### src/rtl/rtc_pkg.sv
package rtc_pkg;

    localparam int DW = 8;
    localparam int AW = 4;

    localparam logic [AW-1:0] IX_SEC  = 4'd0;
    localparam logic [AW-1:0] IX_MIN  = 4'd2;
    localparam logic [AW-1:0] IX_HR   = 4'd4;
    localparam logic [AW-1:0] IX_DOW  = 4'd6;
    localparam logic [AW-1:0] IX_DOM  = 4'd7;
    localparam logic [AW-1:0] IX_MON  = 4'd8;
    localparam logic [AW-1:0] IX_YR   = 4'd9;
    localparam logic [AW-1:0] IX_CTLA = 4'd10;
    localparam logic [AW-1:0] IX_CTLB = 4'd11;
    localparam logic [AW-1:0] IX_STAT = 4'd13;

    localparam int BIT_FREEZE = 7;
    localparam int BIT_BIN    = 2;
    localparam int BIT_H24    = 1;

    localparam logic [DW-1:0] STAT_VALID = 8'h80;
    localparam logic [DW-1:0] CTL_RESET  = 8'h02;

    typedef struct packed {
        logic [DW-1:0] sec;
        logic [DW-1:0] min;
        logic [DW-1:0] hr;
        logic [DW-1:0] dow;
        logic [DW-1:0] dom;
        logic [DW-1:0] mon;
        logic [DW-1:0] yr;
    } cal_t;

    typedef enum logic [1:0] {PH_IDLE, PH_WARN, PH_BUSY} phase_e;

    // Field value as a plain number, whatever the encoding
    function automatic logic [DW-1:0] to_bin(input logic [DW-1:0] v, input logic bin_mode);
        return bin_mode ? v : (8'(v[7:4]) * 8'd10 + 8'(v[3:0]));
    endfunction

    // Plain number back to the selected encoding
    function automatic logic [DW-1:0] from_bin(input logic [DW-1:0] b, input logic bin_mode);
        logic [DW-1:0] tens;
        logic [DW-1:0] ones;
        tens = b / 8'd10;
        ones = b % 8'd10;
        return bin_mode ? b : {tens[3:0], ones[3:0]};
    endfunction

endpackage

### src/rtl/rtc_month_len.sv
module rtc_month_len
    import rtc_pkg::*;
(
    input  logic [DW-1:0] mon_i,
    input  logic [DW-1:0] yr_i,
    output logic [DW-1:0] days_o
);
    logic leap;
    assign leap = (yr_i[1:0] == 2'b00);

    always_comb begin
        case (mon_i)
            8'd2:                   days_o = leap ? 8'd29 : 8'd28;
            8'd4, 8'd6, 8'd9, 8'd11: days_o = 8'd30;
            default:                days_o = 8'd31;
        endcase
    end
endmodule

### src/rtl/rtc_time_step.sv
module rtc_time_step
    import rtc_pkg::*;
(
    input  cal_t cur_i,
    input  logic bin_i,
    input  logic h24_i,
    output cal_t nxt_o
);
    logic [DW-1:0] mon_b;
    logic [DW-1:0] yr_b;
    logic [DW-1:0] dim;

    assign mon_b = to_bin(cur_i.mon, bin_i);
    assign yr_b  = to_bin(cur_i.yr, bin_i);

    rtc_month_len u_mlen (
        .mon_i  (mon_b),
        .yr_i   (yr_b),
        .days_o (dim)
    );

    logic          carry;
    logic [DW-1:0] s_v, m_v, hh, h24, h12, h_enc, w_v, d_v, mo_v, y_v;

    always_comb begin
        nxt_o = cur_i;
        carry = 1'b0;
        m_v   = '0;
        hh    = '0;
        h24   = '0;
        h12   = '0;
        h_enc = '0;
        w_v   = '0;
        d_v   = '0;
        mo_v  = '0;
        y_v   = '0;

        // seconds always advance
        s_v = to_bin(cur_i.sec, bin_i);
        if (s_v >= 8'd59) begin
            s_v   = '0;
            carry = 1'b1;
        end else begin
            s_v = s_v + 8'd1;
        end
        nxt_o.sec = from_bin(s_v, bin_i);

        if (carry) begin
            m_v = to_bin(cur_i.min, bin_i);
            if (m_v >= 8'd59) begin
                m_v = '0;
            end else begin
                m_v   = m_v + 8'd1;
                carry = 1'b0;
            end
            nxt_o.min = from_bin(m_v, bin_i);
        end

        if (carry) begin
            hh = to_bin({1'b0, cur_i.hr[6:0]}, bin_i);
            if (h24_i)              h24 = hh;
            else if (hh == 8'd12)   h24 = cur_i.hr[7] ? 8'd12 : 8'd0;
            else                    h24 = cur_i.hr[7] ? hh + 8'd12 : hh;
            if (h24 >= 8'd23) begin
                h24 = '0;
            end else begin
                h24   = h24 + 8'd1;
                carry = 1'b0;
            end
            if (h24_i) begin
                nxt_o.hr = from_bin(h24, bin_i);
            end else begin
                if (h24 == 8'd0)      h12 = 8'd12;
                else if (h24 > 8'd12) h12 = h24 - 8'd12;
                else                  h12 = h24;
                h_enc    = from_bin(h12, bin_i);
                nxt_o.hr = {(h24 >= 8'd12), h_enc[6:0]};
            end
        end

        if (carry) begin
            w_v = to_bin(cur_i.dow, bin_i);
            w_v = (w_v >= 8'd7) ? 8'd1 : w_v + 8'd1;
            nxt_o.dow = from_bin(w_v, bin_i);

            d_v = to_bin(cur_i.dom, bin_i);
            if (d_v >= dim) begin
                d_v = 8'd1;
            end else begin
                d_v   = d_v + 8'd1;
                carry = 1'b0;
            end
            nxt_o.dom = from_bin(d_v, bin_i);
        end

        if (carry) begin
            mo_v = mon_b;
            if (mo_v >= 8'd12) begin
                mo_v = 8'd1;
            end else begin
                mo_v  = mo_v + 8'd1;
                carry = 1'b0;
            end
            nxt_o.mon = from_bin(mo_v, bin_i);
        end

        if (carry) begin
            y_v = (yr_b >= 8'd99) ? 8'd0 : yr_b + 8'd1;
            nxt_o.yr = from_bin(y_v, bin_i);
        end
    end
endmodule

### src/rtl/rtc_update_seq.sv
module rtc_update_seq
    import rtc_pkg::*;
#(
    parameter int WARN_CYC = 8,
    parameter int UPD_CYC  = 64
) (
    input  logic clk,
    input  logic rst_n,
    input  logic tick_i,
    input  logic inhibit_i,
    output logic busy_o,
    output logic advance_o,
    output logic done_o
);
    localparam int MAXC = (WARN_CYC > UPD_CYC) ? WARN_CYC : UPD_CYC;
    localparam int CW   = $clog2(MAXC + 1);

    typedef struct packed {
        phase_e        ph;
        logic [CW-1:0] cnt;
        logic          done;
    } seq_t;

    seq_t seq_d, seq_q;
    logic adv;

    always_comb begin
        seq_d      = seq_q;
        seq_d.done = 1'b0;
        adv        = 1'b0;
        case (seq_q.ph)
            PH_IDLE: if (tick_i) begin
                seq_d.ph  = PH_WARN;
                seq_d.cnt = CW'(WARN_CYC - 1);
            end
            PH_WARN: if (seq_q.cnt == '0) begin
                adv       = 1'b1;
                seq_d.ph  = PH_BUSY;
                seq_d.cnt = CW'(UPD_CYC - 1);
            end else begin
                seq_d.cnt = seq_q.cnt - 1'b1;
            end
            PH_BUSY: if (seq_q.cnt == '0) begin
                seq_d.ph   = PH_IDLE;
                seq_d.done = 1'b1;
            end else begin
                seq_d.cnt = seq_q.cnt - 1'b1;
            end
            default: seq_d.ph = PH_IDLE;
        endcase
        if (inhibit_i) begin
            seq_d.ph   = PH_IDLE;
            seq_d.cnt  = '0;
            seq_d.done = 1'b0;
            adv        = 1'b0;
        end
    end

    always_ff @(posedge clk or negedge rst_n) begin
        if (!rst_n) seq_q <= '{ph: PH_IDLE, cnt: '0, done: 1'b0};
        else        seq_q <= seq_d;
    end

    assign busy_o    = (seq_q.ph != PH_IDLE);
    assign advance_o = adv;
    assign done_o    = seq_q.done;
endmodule

### src/rtl/rtc_calendar_core.sv
module rtc_calendar_core
    import rtc_pkg::*;
#(
    parameter int WARN_CYC = 8,
    parameter int UPD_CYC  = 64
) (
    input  logic          clk,
    input  logic          rst_n,
    input  logic          tick_i,
    input  logic          wr_en_i,
    input  logic [AW-1:0] addr_i,
    input  logic [DW-1:0] wr_data_i,
    output logic [DW-1:0] rd_data_o,
    output logic          upd_done_o
);
    typedef struct packed {
        cal_t          tm;
        logic [6:0]    a_lo;
        logic [DW-1:0] ctl;
    } regs_t;

    regs_t regs_d, regs_q;
    cal_t  tm_next;
    logic  uip, advance, inhibit;

    // freeze acts on the same edge that writes it
    assign inhibit = regs_q.ctl[BIT_FREEZE] |
                     (wr_en_i && addr_i == IX_CTLB && wr_data_i[BIT_FREEZE]);

    rtc_update_seq #(.WARN_CYC(WARN_CYC), .UPD_CYC(UPD_CYC)) u_seq (
        .clk       (clk),
        .rst_n     (rst_n),
        .tick_i    (tick_i),
        .inhibit_i (inhibit),
        .busy_o    (uip),
        .advance_o (advance),
        .done_o    (upd_done_o)
    );

    rtc_time_step u_step (
        .cur_i (regs_q.tm),
        .bin_i (regs_q.ctl[BIT_BIN]),
        .h24_i (regs_q.ctl[BIT_H24]),
        .nxt_o (tm_next)
    );

    always_comb begin
        regs_d = regs_q;
        if (advance) regs_d.tm = tm_next;
        if (wr_en_i) begin
            case (addr_i)
                IX_SEC:  regs_d.tm.sec = wr_data_i;
                IX_MIN:  regs_d.tm.min = wr_data_i;
                IX_HR:   regs_d.tm.hr  = wr_data_i;
                IX_DOW:  regs_d.tm.dow = wr_data_i;
                IX_DOM:  regs_d.tm.dom = wr_data_i;
                IX_MON:  regs_d.tm.mon = wr_data_i;
                IX_YR:   regs_d.tm.yr  = wr_data_i;
                IX_CTLA: regs_d.a_lo   = wr_data_i[6:0];
                IX_CTLB: regs_d.ctl    = wr_data_i;
                default: ;
            endcase
        end
    end

    always_ff @(posedge clk or negedge rst_n) begin
        if (!rst_n) begin
            regs_q.tm   <= '{sec: 8'd0, min: 8'd0, hr: 8'd0, dow: 8'd1,
                             dom: 8'd1, mon: 8'd1, yr: 8'd0};
            regs_q.a_lo <= '0;
            regs_q.ctl  <= CTL_RESET;
        end else begin
            regs_q <= regs_d;
        end
    end

    always_comb begin
        case (addr_i)
            IX_SEC:  rd_data_o = regs_q.tm.sec;
            IX_MIN:  rd_data_o = regs_q.tm.min;
            IX_HR:   rd_data_o = regs_q.tm.hr;
            IX_DOW:  rd_data_o = regs_q.tm.dow;
            IX_DOM:  rd_data_o = regs_q.tm.dom;
            IX_MON:  rd_data_o = regs_q.tm.mon;
            IX_YR:   rd_data_o = regs_q.tm.yr;
            IX_CTLA: rd_data_o = {uip, regs_q.a_lo};
            IX_CTLB: rd_data_o = regs_q.ctl;
            IX_STAT: rd_data_o = STAT_VALID;
            default: rd_data_o = '0;
        endcase
    end
endmodule

### config.mk
export PLATFORM = sky130hd
export DESIGN_NAME = rtc_calendar_core
export DESIGN_NICKNAME = d
export VERILOG_FILES = /design/src/rtl/rtc_pkg.sv /design/src/rtl/rtc_month_len.sv /design/src/rtl/rtc_time_step.sv /design/src/rtl/rtc_update_seq.sv /design/src/rtl/rtc_calendar_core.sv
export SDC_FILE = /design/constraint.sdc
export NUM_CORES = 1
export LEC_CHECK = 0
export BUFFER_PORTS_ARGS = -buffer_cell sky130_fd_sc_hd__buf_4
export CAP_MARGIN = 40
export CORE_ASPECT_RATIO = 2
export CORE_MARGIN = 1
export CORE_UTILIZATION = 28
export DETAILED_ROUTE_END_ITERATION = 10
export GPL_ROUTABILITY_DRIVEN = 1
export PLACE_DENSITY = 0.51
export SLEW_MARGIN = 15
export SYNTH_ARGS = -nofsm -noshare
export SYNTH_HDL_FRONTEND = slang
export SYNTH_HIERARCHICAL = 1
export SYNTH_SLANG_ARGS = --single-unit
### constraint.sdc
create_clock -name clk -period 11.2 [get_ports clk]
set_clock_uncertainty 0.1 [all_clocks]
set_input_delay 0.56 -clock clk [delete_from_list [all_inputs] [get_ports clk]]
set_output_delay 0.56 -clock clk [all_outputs]
set_load 0.03 [all_outputs]
# Yosys cells after proc, flatten, opt, wreduce, memory -nomap -nowiden
# Index checks and enable logic that the tools add are counted.
# word_totals
output_inout_bits	9
regBits	81
inputBits	16
# classes
n_eq_ne	21
mux	76
add_sub_neg	17
multipliers	7
n_bitwise	1
div	16
reduce_logical	14
magnitude_cmp	9
# ops
cell	count
8-bit two-way mux	46
8-bit one-hot mux with 10 select lines	1
71-bit two-way mux	1
8-bit by 4-bit divider with 8-bit output, second input constant	8
8-bit by 4-bit modulo with 8-bit output, second input constant	8
8-bit by 1-bit adder with 8-bit output, second input constant	7
56-bit two-way mux	1
8-bit by 4-bit adder with 8-bit output	6
4-bit by 3-bit multiplier with 7-bit output, second input constant	6
7-bit two-way mux	4
8-bit by 4-bit equality test with 1-bit output, second input constant	3
7-bit one-hot mux with 3 select lines	1
4-bit equality test, second input constant	5
8-bit by 3-bit equality test with 1-bit output, second input constant	2
8-bit by 4-bit greater-or-equal comparator with 1-bit output, second input constant	2
8-bit by 6-bit greater-or-equal comparator with 1-bit output, second input constant	2
16-bit two-way mux	1
1-bit two-way mux	14
4-bit by 3-bit equality test with 1-bit output, second input constant	3
10-bit two-way mux	1
9-bit two-way mux	1
7-bit by 4-bit adder with 8-bit output	1
8-bit by 4-bit adder with 8-bit output, second input constant	1
8-bit by 2-bit equality test with 1-bit output, second input constant	1
28 further kinds	35

# Logic depth before layout (Yosys ltp)
# Gate-level depths: netlist (run 1).
# logic_depth
ltp_word	23
depth_mapped	34

# Modules after synthesis
# The synthesis (run 1) kept the hierarchy.
# by_module_without_submodules
module	cells_each	n_inst	area_each_um2
rtc_time_step	950	1	6409.9
rtc_calendar_core	390	1	3921.3
rtc_update_seq	90	1	765.7
rtc_month_len	16	1	105.1

# Worst setup path after synthesis (run 1)
# No wires, ideal clock.
# synth_timing
path_type	register to register
from	register regs_q[2]
to	register regs_q[34]
path_buffers	7
slack_ps	5184
path_stages_with_launch	33
required_time_ps	11023
setup_time_ps	77
t_arrival_ps	5838
cell_sequence	dfrtp_1 > buf_2 > buf_2 > buf_4 > buf_4 > buf_2 > buf_2 > buf_1 > mux2_2 > inv_1 > and3_1 > o21ai_1 > ha_1 > nand2b_1 > a21o_1 > a21o_1 > a211oi_1 > o21a_1 > nor2_1 > a221oi_1 > nor2_1 > a21oi_2 > a21boi_0 > o21ai_0 > xnor2_1 > ha_1 > and3_1 > o21ai_0 > o311ai_0 > nand3_1 > a21oi_1 > mux2i_1 > a21oi_1
# synth_lines
item	line	source
start: declaration	rtc_calendar_core.sv:22	regs_t regs_d, regs_q;
start signal: assignment	rtc_calendar_core.sv:73	regs_q <= regs_d;

==> impl_metrics.env, run 1 <==
export IMPL_status="complete, no violations"
export IMPL_htreeDepth=3
export IMPL_dieHeight_um=285
export IMPL_io_buffers=24
export IMPL_post_cts_buffers=0
export IMPL_fmax_ghz=0.139
export IMPL_endpoint_kind="register"
export IMPL_cp_endpoint="regs_q[50]"
export IMPL_maxSlewViolCount=0
export IMPL_final_seq_area_mm2=0.00204
export IMPL_place_area_mm2=0.0117
export IMPL_multiInputGateArea_mm2=0.00859
export IMPL_rr_startpoint="regs_q[51]"
export IMPL_finalCriticalPeriod_ns=7.17
export IMPL_drt_wl_total_um=36500
export IMPL_vias=10600
export IMPL_grtUsageTotal=0.183
export IMPL_hold_buffers=0
export IMPL_grt_overflow_total=0
export IMPL_cts_path_max_buffers=2
export IMPL_routedWlPerCell_um=18.8
export IMPL_finalCritPeriodShare=0.640
export IMPL_grt_pass1_vias=10700
export IMPL_cts_tree="yes"
export IMPL_syn_inst=1443
export IMPL_r2r_cells=29
export IMPL_antenna_found_initial=0
export IMPL_dp_hpwl_um=28400
export IMPL_setup_tns_ns=0
export IMPL_final_nets=1525
export IMPL_placeableCoreArea_mm2=0.0394
export IMPL_drive_above_1_share=0.0919
export IMPL_slowest_delay_ns=0.48
export IMPL_rrSetupSlack_ns=4.03
export IMPL_die_area_mm2=0.0408
export IMPL_tightest_slew_ns=0.826
export IMPL_cts_buffers=9
export IMPL_num_rows=103
export IMPL_maxCapViolCount=0
export IMPL_rsz0062_at_grt="false"
export IMPL_hold_slack_ns=0.0398
export IMPL_ys_warn_count=6
export IMPL_num_io_pins=25
export IMPL_gp_congestion=0.851
export IMPL_clk_pin_slew_ns=0.06
export IMPL_cp_startpoint="regs_q[51]"
export IMPL_cts_root_buffer="clkbuf_16"
export IMPL_setup_viol=0
export IMPL_fill_cells=4386
export IMPL_grt_pass1_wl_um=57700
export IMPL_critical_path_peak_fanout=9
export IMPL_syn_area_mm2=0.0112
export IMPL_fin_area_mm2=0.0121
export IMPL_diodes=0
export IMPL_crit_top_cell="ha_1"
export IMPL_insertion_delay_ns=0.36
export IMPL_dieWidth_um=143
export IMPL_grt_start_max_net_pins=67
export IMPL_drcViolationCount=0
export IMPL_finalHoldViolCount=0
export IMPL_cts_resized_gates=0
export IMPL_arrival_ns=7.30
export IMPL_vias_per_cell=5.47
export IMPL_syn2layout_area_growth_pct=7.77
export IMPL_crit_path_start_kind="register"
export IMPL_slew_headroom=0.442
export IMPL_criticalPathCategory="register to register"
export IMPL_initial_core_util=0.284
export IMPL_hold_class="input pin to asynchronous set/reset pin"
export IMPL_r2r_end="regs_q[50]"
export IMPL_critPathRequiredTime_ns=11.32
export IMPL_drtIter0Drc=693
export IMPL_avgSynthCellArea_um2=7.75
export IMPL_ant_nets=0
export IMPL_first_pass_iters=7
export IMPL_slowest_stage="dfrtp_1"
export IMPL_cts_sinks=81
## metrics by stage
step / util / instances / worst slack [ns]
3_5_place_dp: 0.298 / 1924 / 4.12
5_1_grt: 0.306 / 1940 / 3.24
2_1_floorplan: - / 1450 / 5.18
3_3_place_gp: 0.297 / 1920 / 4.25
6_report: 0.306 / 1940 / 4.03
4_1_cts: 0.306 / 1940 / 4.05
## cell type report
cell class / instances / area share
Tap cell: 525 / 0.0545
Multi-Input combinational cell: 1235 / 0.713
Sequential cell: 81 / 0.169
Clock buffer: 13 / 0.0208
Inverter: 47 / 0.0146
Timing Repair Buffer: 36 / 0.0232
Clock inverter: 3 / 0.00540
## how the worst min path moves through the flow
stage	end	cells after the start	slack (ns)	startpoint
final	regs_q[18]	1	0.04	rst_n
after global routing	regs_q[65]	1	0.07	rst_n
after CTS	regs_q[22]	1	0.04	rst_n
after detailed placement	regs_q[8]	1	0.38	regs_q[8]
after global placement	regs_q[8]	1	0.37	regs_q[8]
after floorplan	regs_q[0]	0	0.16	rst_n
## placed cells by master, fill, tap and decap left out, types with 7 or more instances in the layout
master / count
o31ai_1: 12
o211ai_1: 17
nor2b_1: 11
nor2_1: 164
a21oi_1: 137
a21o_1: 22
mux2_2: 30
conb_1: 11
nor3b_1: 9
o21ai_0: 68
or3_1: 11
o2111ai_1: 8
a31oi_1: 13
nand2b_1: 20
and2_1: 18
and3_1: 19
buf_4: 34
inv_1: 45
mux2i_1: 75
or2_2: 8
xor2_1: 31
mux2_4: 8
o22ai_1: 13
dfrtp_1: 76
a32oi_1: 7
a22oi_1: 11
mux2_1: 7
nand2_1: 131
clkbuf_16: 9
ha_1: 86
xnor2_1: 40
nor3_1: 31
a211oi_1: 17
fa_1: 13
nand3_1: 47
## metal layers
layer | track usage | up-vias | wire length, µm
met1 | 0.179 | 5089 | 13100
li1 | - | 5202 | -
met5 | 0 | - | 0
met4 | 0.107 | 0 | 1940
met2 | 0.362 | 236 | 20600
met3 | 0.0147 | 92 | 859
## critical path, delay by kind of cell, from the launching register on
family	cells	cell delay, ns
compound gates	9	1.96
simple gates	8	1.95
fa+ha+maj	5	1.27
xor+xnor	4	0.78
flops	1	0.48
buf+inv	2	0.37
mux	1	0.14
## state kept, by name, summed over array words and instances, names as in the netlist
signal / count
regs_q: 71
u_seq/done_o: 1
u_seq/seq_q: 9
Power of run 1 is left out: the tool's default activity adds up to more than one toggle a clock period on the data nets, which glitch-free logic cannot reach.
==> inputs of run 2 (changes only) <==
- ABC_AREA: unset -> 1
- clock period: 11.2 -> 6.9 ns (I/O delays scaled with it)
==> impl_metrics.env, run 2 <==
export IMPL_status="complete, no violations"
export IMPL_layout_cells_most_common="nand2_1"
export IMPL_yosys_top_cells_count="nand2_1 (531), inv_1 (243), o21ai_0 (177)"
export IMPL_syn_area_mm2=0.0110
export IMPL_maxCapViolCount=0
export IMPL_cts_resized_gates=0
export IMPL_critPathRequiredTime_ns=7.02
export IMPL_ys_seq_area_frac=0.185
export IMPL_gp_congestion=0.886
export IMPL_dp_hpwl_um=27300
export IMPL_finalCriticalPeriod_ns=6.16
export IMPL_num_rows=102
export IMPL_setup_tns_ns=0
export IMPL_synth_seq_cells=81
export IMPL_first_pass_iters=5
export IMPL_drive_above_1_share=0.0989
export IMPL_cts_buffers=9
export IMPL_synth_edf_count=0
export IMPL_synth_top_area_frac=0.181
export IMPL_ys_flop_type="dfrtp_1"
export IMPL_arrival_ns=6.28
export IMPL_antenna_found_initial=0
export IMPL_dieWidth_um=142
export IMPL_num_io_pins=25
export IMPL_finalCritPeriodShare=0.893
export IMPL_ys_types=56
export IMPL_io_buffers=24
export IMPL_place_area_mm2=0.0116
export IMPL_drcViolationCount=0
export IMPL_async_reset_ff_frac=1.00
export IMPL_fmax_ghz=0.162
export IMPL_utilization=0.309
export IMPL_vias=11000
export IMPL_final_nets=1910
export IMPL_post_cts_buffers=0
export IMPL_grtUsageTotal=0.177
export IMPL_regMostFlops="regs_q"
export IMPL_rsz0062_at_grt="false"
export IMPL_clk_pin_slew_ns=0.07
export IMPL_routedWlPerCell_um=14.7
export IMPL_critical_path_peak_fanout=6
export IMPL_cts_path_max_buffers=2
export IMPL_grt_pass1_wl_um=55200
export IMPL_crit_path_start_kind="register"
export IMPL_synth_top_area_cell="nand2_1"
export IMPL_fin_area_mm2=0.0119
export IMPL_hold_class="input pin to register"
export IMPL_criticalPathCategory="register to register"
export IMPL_fill_cells=4314
export IMPL_ys_top_cells_by_area="nand2_1 (18%), dfrtp_1 (18%), ha_1 (9.8%)"
export IMPL_grt_overflow_total=0
export IMPL_placeableCoreArea_mm2=0.0387
export IMPL_slowest_stage="dfrtp_1"
export IMPL_yosysMostFrequentCell="nand2_1"
export IMPL_cts_root_buffer="clkbuf_16"
export IMPL_ant_nets=0
export IMPL_syn_inst=1803
export IMPL_vias_per_cell=4.75
export IMPL_endpoint_kind="register"
export IMPL_syn2layout_area_growth_pct=8.54
export IMPL_largest_reg_flops=71
export IMPL_crit_top_cell="nand2_1"
export IMPL_slowest_delay_ns=0.45
export IMPL_slew_headroom=0.475
export IMPL_dieHeight_um=282
export IMPL_die_area_mm2=0.0401
export IMPL_htreeDepth=3
export IMPL_diodes=0
export IMPL_hold_slack_ns=0.133
export IMPL_tightest_slew_ns=0.788
export IMPL_insertion_delay_ns=0.36
export IMPL_grt_start_max_net_pins=65
export IMPL_grt_pass1_vias=10800
export IMPL_cts_sinks=81
export IMPL_cts_tree="yes"
export IMPL_final_cell_mix="nand2_1 (531), inv_1 (243), o21ai_0 (177)"
export IMPL_ys_warn_count=6
export IMPL_setup_viol=0
export IMPL_avgSynthCellArea_um2=6.10
export IMPL_maxSlewViolCount=0
export IMPL_drtIter0Drc=400
export IMPL_initial_core_util=0.284
export IMPL_finalHoldViolCount=0
export IMPL_drt_wl_total_um=34100
run 2: kinds of logic (layout without fill, tap and decap cells):
group | after synthesis | in the layout | share of synthesized area
fa+ha+maj | 99 | 99 | 0.122
xor+xnor | 46 | 46 | 0.0366
other cells | 4 | 11 | 0.00136
compound gates | 308 | 308 | 0.153
buf+inv | 330 | 320 | 0.125
simple gates | 935 | 935 | 0.378
flops | 81 | 81 | 0.185
run 2: per-layer routing:
layer | GRT usage | up-vias | wire length [µm]
li1 | - | 5728 | -
met1 | 0.169 | 5071 | 12800
met2 | 0.363 | 151 | 19200
met3 | 0.0168 | 69 | 615
met4 | 0.0891 | 0 | 1520
met5 | 0 | - | 0
run 2: final timing paths:
| path | startpoint | to | slack [ns] | depth (start not counted) |
|---|---|---|---|---|
| setup / recovery | regs_q[28] | regs_q[34] | 0.74 | 49 |
| hold / removal | wr_data_i[7] | regs_q[7] | 0.13 | 3 |
| setup reg to reg | regs_q[28] | regs_q[34] | 0.74 | 49 |
| hold reg to reg | regs_q[6] | regs_q[6] | 0.39 | 2 |
| max in group asynchronous | rst_n | regs_q[2] | 5.19 | 3 |
| min in group asynchronous | rst_n | regs_q[60] | 0.34 | 2 |
run 2: timing repair:
action                     CTS  global route
hold buffers                 1             0
setup endpoints to repair    0             0
hold endpoints to repair    24             0
run 2: area by class of cell:
type / instances / area (µm²) / share of cell area
clock buffers: 10 / 229 / 0.0192
multi-input cells: 1399 / 7630 / 0.639
repair buffers: 38 / 304 / 0.0255
flip-flops and latches: 81 / 2030 / 0.170
well taps: 520 / 651 / 0.0545
clock inverters: 6 / 92.6 / 0.00776
inverters: 266 / 1000 / 0.0838
run 2: metrics by stage:
| step | worst slack [ns] | cells |
|---|---|---|
| after CTS | 0.822 | 2320 |
| after global routing | 0.0345 | 2320 |
| after global placement | 0.998 | 2301 |
| final | 0.736 | 2320 |
| after floorplan | 1.57 | 1810 |
| after detailed placement | 0.853 | 2303 |
run 2: worst max-delay path: cells and delay by family (launching register included):
family | cells | cell delay (ns)
AOI/OAI and AO/OA | 6 | 0.68
xor gates and xnor gates | 1 | 0.23
adders and majority gates | 5 | 1.40
buffers and inverters | 4 | 0.39
DFF | 1 | 0.45
and+or+nand+nor | 33 | 2.76
Power of run 2 is left out for the same reason.
==> inputs of run 3 (changes only) <==
==> constraint.sdc (replaced) <==
create_clock -name clk -period 7.84 [get_ports clk]
set_clock_uncertainty 0.1 [all_clocks]
set_input_delay 0.392 -clock clk [delete_from_list [all_inputs] [get_ports clk]]
set_output_delay 0.392 -clock clk [all_outputs]
set_load 0.05 [all_outputs]
==> impl_metrics.env, run 3 (synthesized netlist as in run 2, its figures left out) <==
export IMPL_status="complete, no violations"
export IMPL_cts_tree="yes"
export IMPL_dp_hpwl_um=27000
export IMPL_dieHeight_um=282
export IMPL_dr_wl_met2_um=19500
export IMPL_fmax_ghz=0.162
export IMPL_grtUsageTotal=0.176
export IMPL_crit_top_cell="nand2_1"
export IMPL_grt_pass1_vias=10900
export IMPL_rsz0062_at_grt="false"
export IMPL_dieWidth_um=142
export IMPL_drt_wl_total_um=34100
export IMPL_layout_cells_most_common="nand2_1"
export IMPL_critical_path_peak_fanout=6
export IMPL_setup_viol=0
export IMPL_met1_length_um=12700
export IMPL_num_rows=102
export IMPL_placeableCoreArea_mm2=0.0387
export IMPL_diodes=0
export IMPL_drcViolationCount=0
export IMPL_drtIter0Drc=459
export IMPL_hold_slack_ns=0.180
export IMPL_final_cell_mix="nand2_1 (531), inv_1 (243), o21ai_0 (177)"
export IMPL_post_cts_buffers=0
export IMPL_slowest_stage="dfrtp_1"
export IMPL_largest_reg_flops=71
export IMPL_num_io_pins=25
export IMPL_finalCritPeriodShare=0.785
export IMPL_final_nets=1908
export IMPL_grt_pass1_wl_um=55200
export IMPL_routedWlPerCell_um=14.7
export IMPL_slowest_delay_ns=0.45
export IMPL_endpoint_kind="register"
export IMPL_setup_tns_ns=0
export IMPL_slew_headroom=0.452
export IMPL_finalHoldViolCount=0
export IMPL_cts_root_buffer="clkbuf_16"
export IMPL_cts_buffers=9
export IMPL_insertion_delay_ns=0.37
export IMPL_hold_class="input pin to register"
export IMPL_vias=11000
export IMPL_cts_sinks=81
export IMPL_gp_congestion=0.838
export IMPL_initial_core_util=0.284
export IMPL_tightest_slew_ns=0.814
export IMPL_routed_top_layer="met4"
export IMPL_final_seq_area_mm2=0.00203
export IMPL_htreeDepth=3
export IMPL_clk_pin_slew_ns=0.07
export IMPL_finalCriticalPeriod_ns=6.16
export IMPL_grt_start_max_net_pins=63
export IMPL_drive_above_1_share=0.0984
export IMPL_criticalPathCategory="register to register"
export IMPL_multiInputGateArea_mm2=0.00763
export IMPL_cts_path_max_buffers=2
export IMPL_arrival_ns=6.28
export IMPL_maxCapViolCount=0
export IMPL_grt_overflow_total=0
export IMPL_fill_cells=4302
export IMPL_io_buffers=24
export IMPL_maxSlewViolCount=0
export IMPL_die_area_mm2=0.0401
export IMPL_met3_length_um=735
export IMPL_critPathRequiredTime_ns=7.96
export IMPL_ant_nets=0
export IMPL_vias_per_cell=4.76
export IMPL_antenna_found_initial=0
export IMPL_first_pass_iters=5
export IMPL_syn2layout_area_growth_pct=8.52
export IMPL_regMostFlops="regs_q"
export IMPL_crit_path_start_kind="register"
run 3: cell types whose count changed in the layout (fill, tap and decap cells not counted):
cell        previous run  this run
buf_4                 35        33
clkbuf_1               1         0
clkinvlp_4             2         0
inv_6                  0         1
inv_8                  0         2
run 3: area by class of cell:
| class | instances | area share |
|---|---|---|
| multi-input cells | 1399 | 0.639 |
| clock inverters | 7 | 0.00912 |
| flip-flops and latches | 81 | 0.170 |
| well taps | 520 | 0.0545 |
| clock buffers | 9 | 0.0189 |
| repair buffers | 36 | 0.0242 |
| inverters | 266 | 0.0838 |
run 3: what timing repair did:
action	4_1_cts	5_1_grt
endpoints found under the hold margin	32	0
hold buffers	1	0
resized for setup	0	0
run 3: per-layer routing:
layer | global-route usage | vias up
li1 | - | 5712
met1 | 0.169 | 5101
met2 | 0.368 | 163
met3 | 0.0169 | 62
met4 | 0.0761 | 0
met5 | 0 | -
run 3: worst paths after layout:
check	start	to	slack, ns	cells after the start
worst max-delay path	regs_q[28]	regs_q[34]	1.68	49
worst min-delay path	wr_data_i[7]	regs_q[7]	0.18	3
worst max register to register	regs_q[28]	regs_q[34]	1.68	49
worst min register to register	u_seq/seq_q[1]	u_seq/seq_q[1]	0.38	2
max in group asynchronous	rst_n	regs_q[25]	6.15	3
min in group asynchronous	rst_n	regs_q[57]	0.43	2
run 3: per-stage QoR:
step	cell area [µm²]	instances	util	setup slack, ns
after floorplan	11000	1810	-	2.51
after global placement	11600	2299	0.299	1.85
after detailed placement	11600	2301	0.300	1.72
after CTS	11900	2318	0.309	1.70
after global routing	11900	2318	0.309	1.00
final	11900	2318	0.309	1.68
run 3: critical path, delay by kind of cell, from the launching register on:
| kind | cells | cell delay [ns] |
|---|---|---|
| and+or+nand+nor | 33 | 2.73 |
| adders and majority gates | 5 | 1.39 |
| AOI/OAI and AO/OA | 6 | 0.71 |
| DFF | 1 | 0.45 |
| buffers and inverters | 4 | 0.37 |
| xor gates and xnor gates | 1 | 0.24 |
Power of run 3 is left out for the same reason.
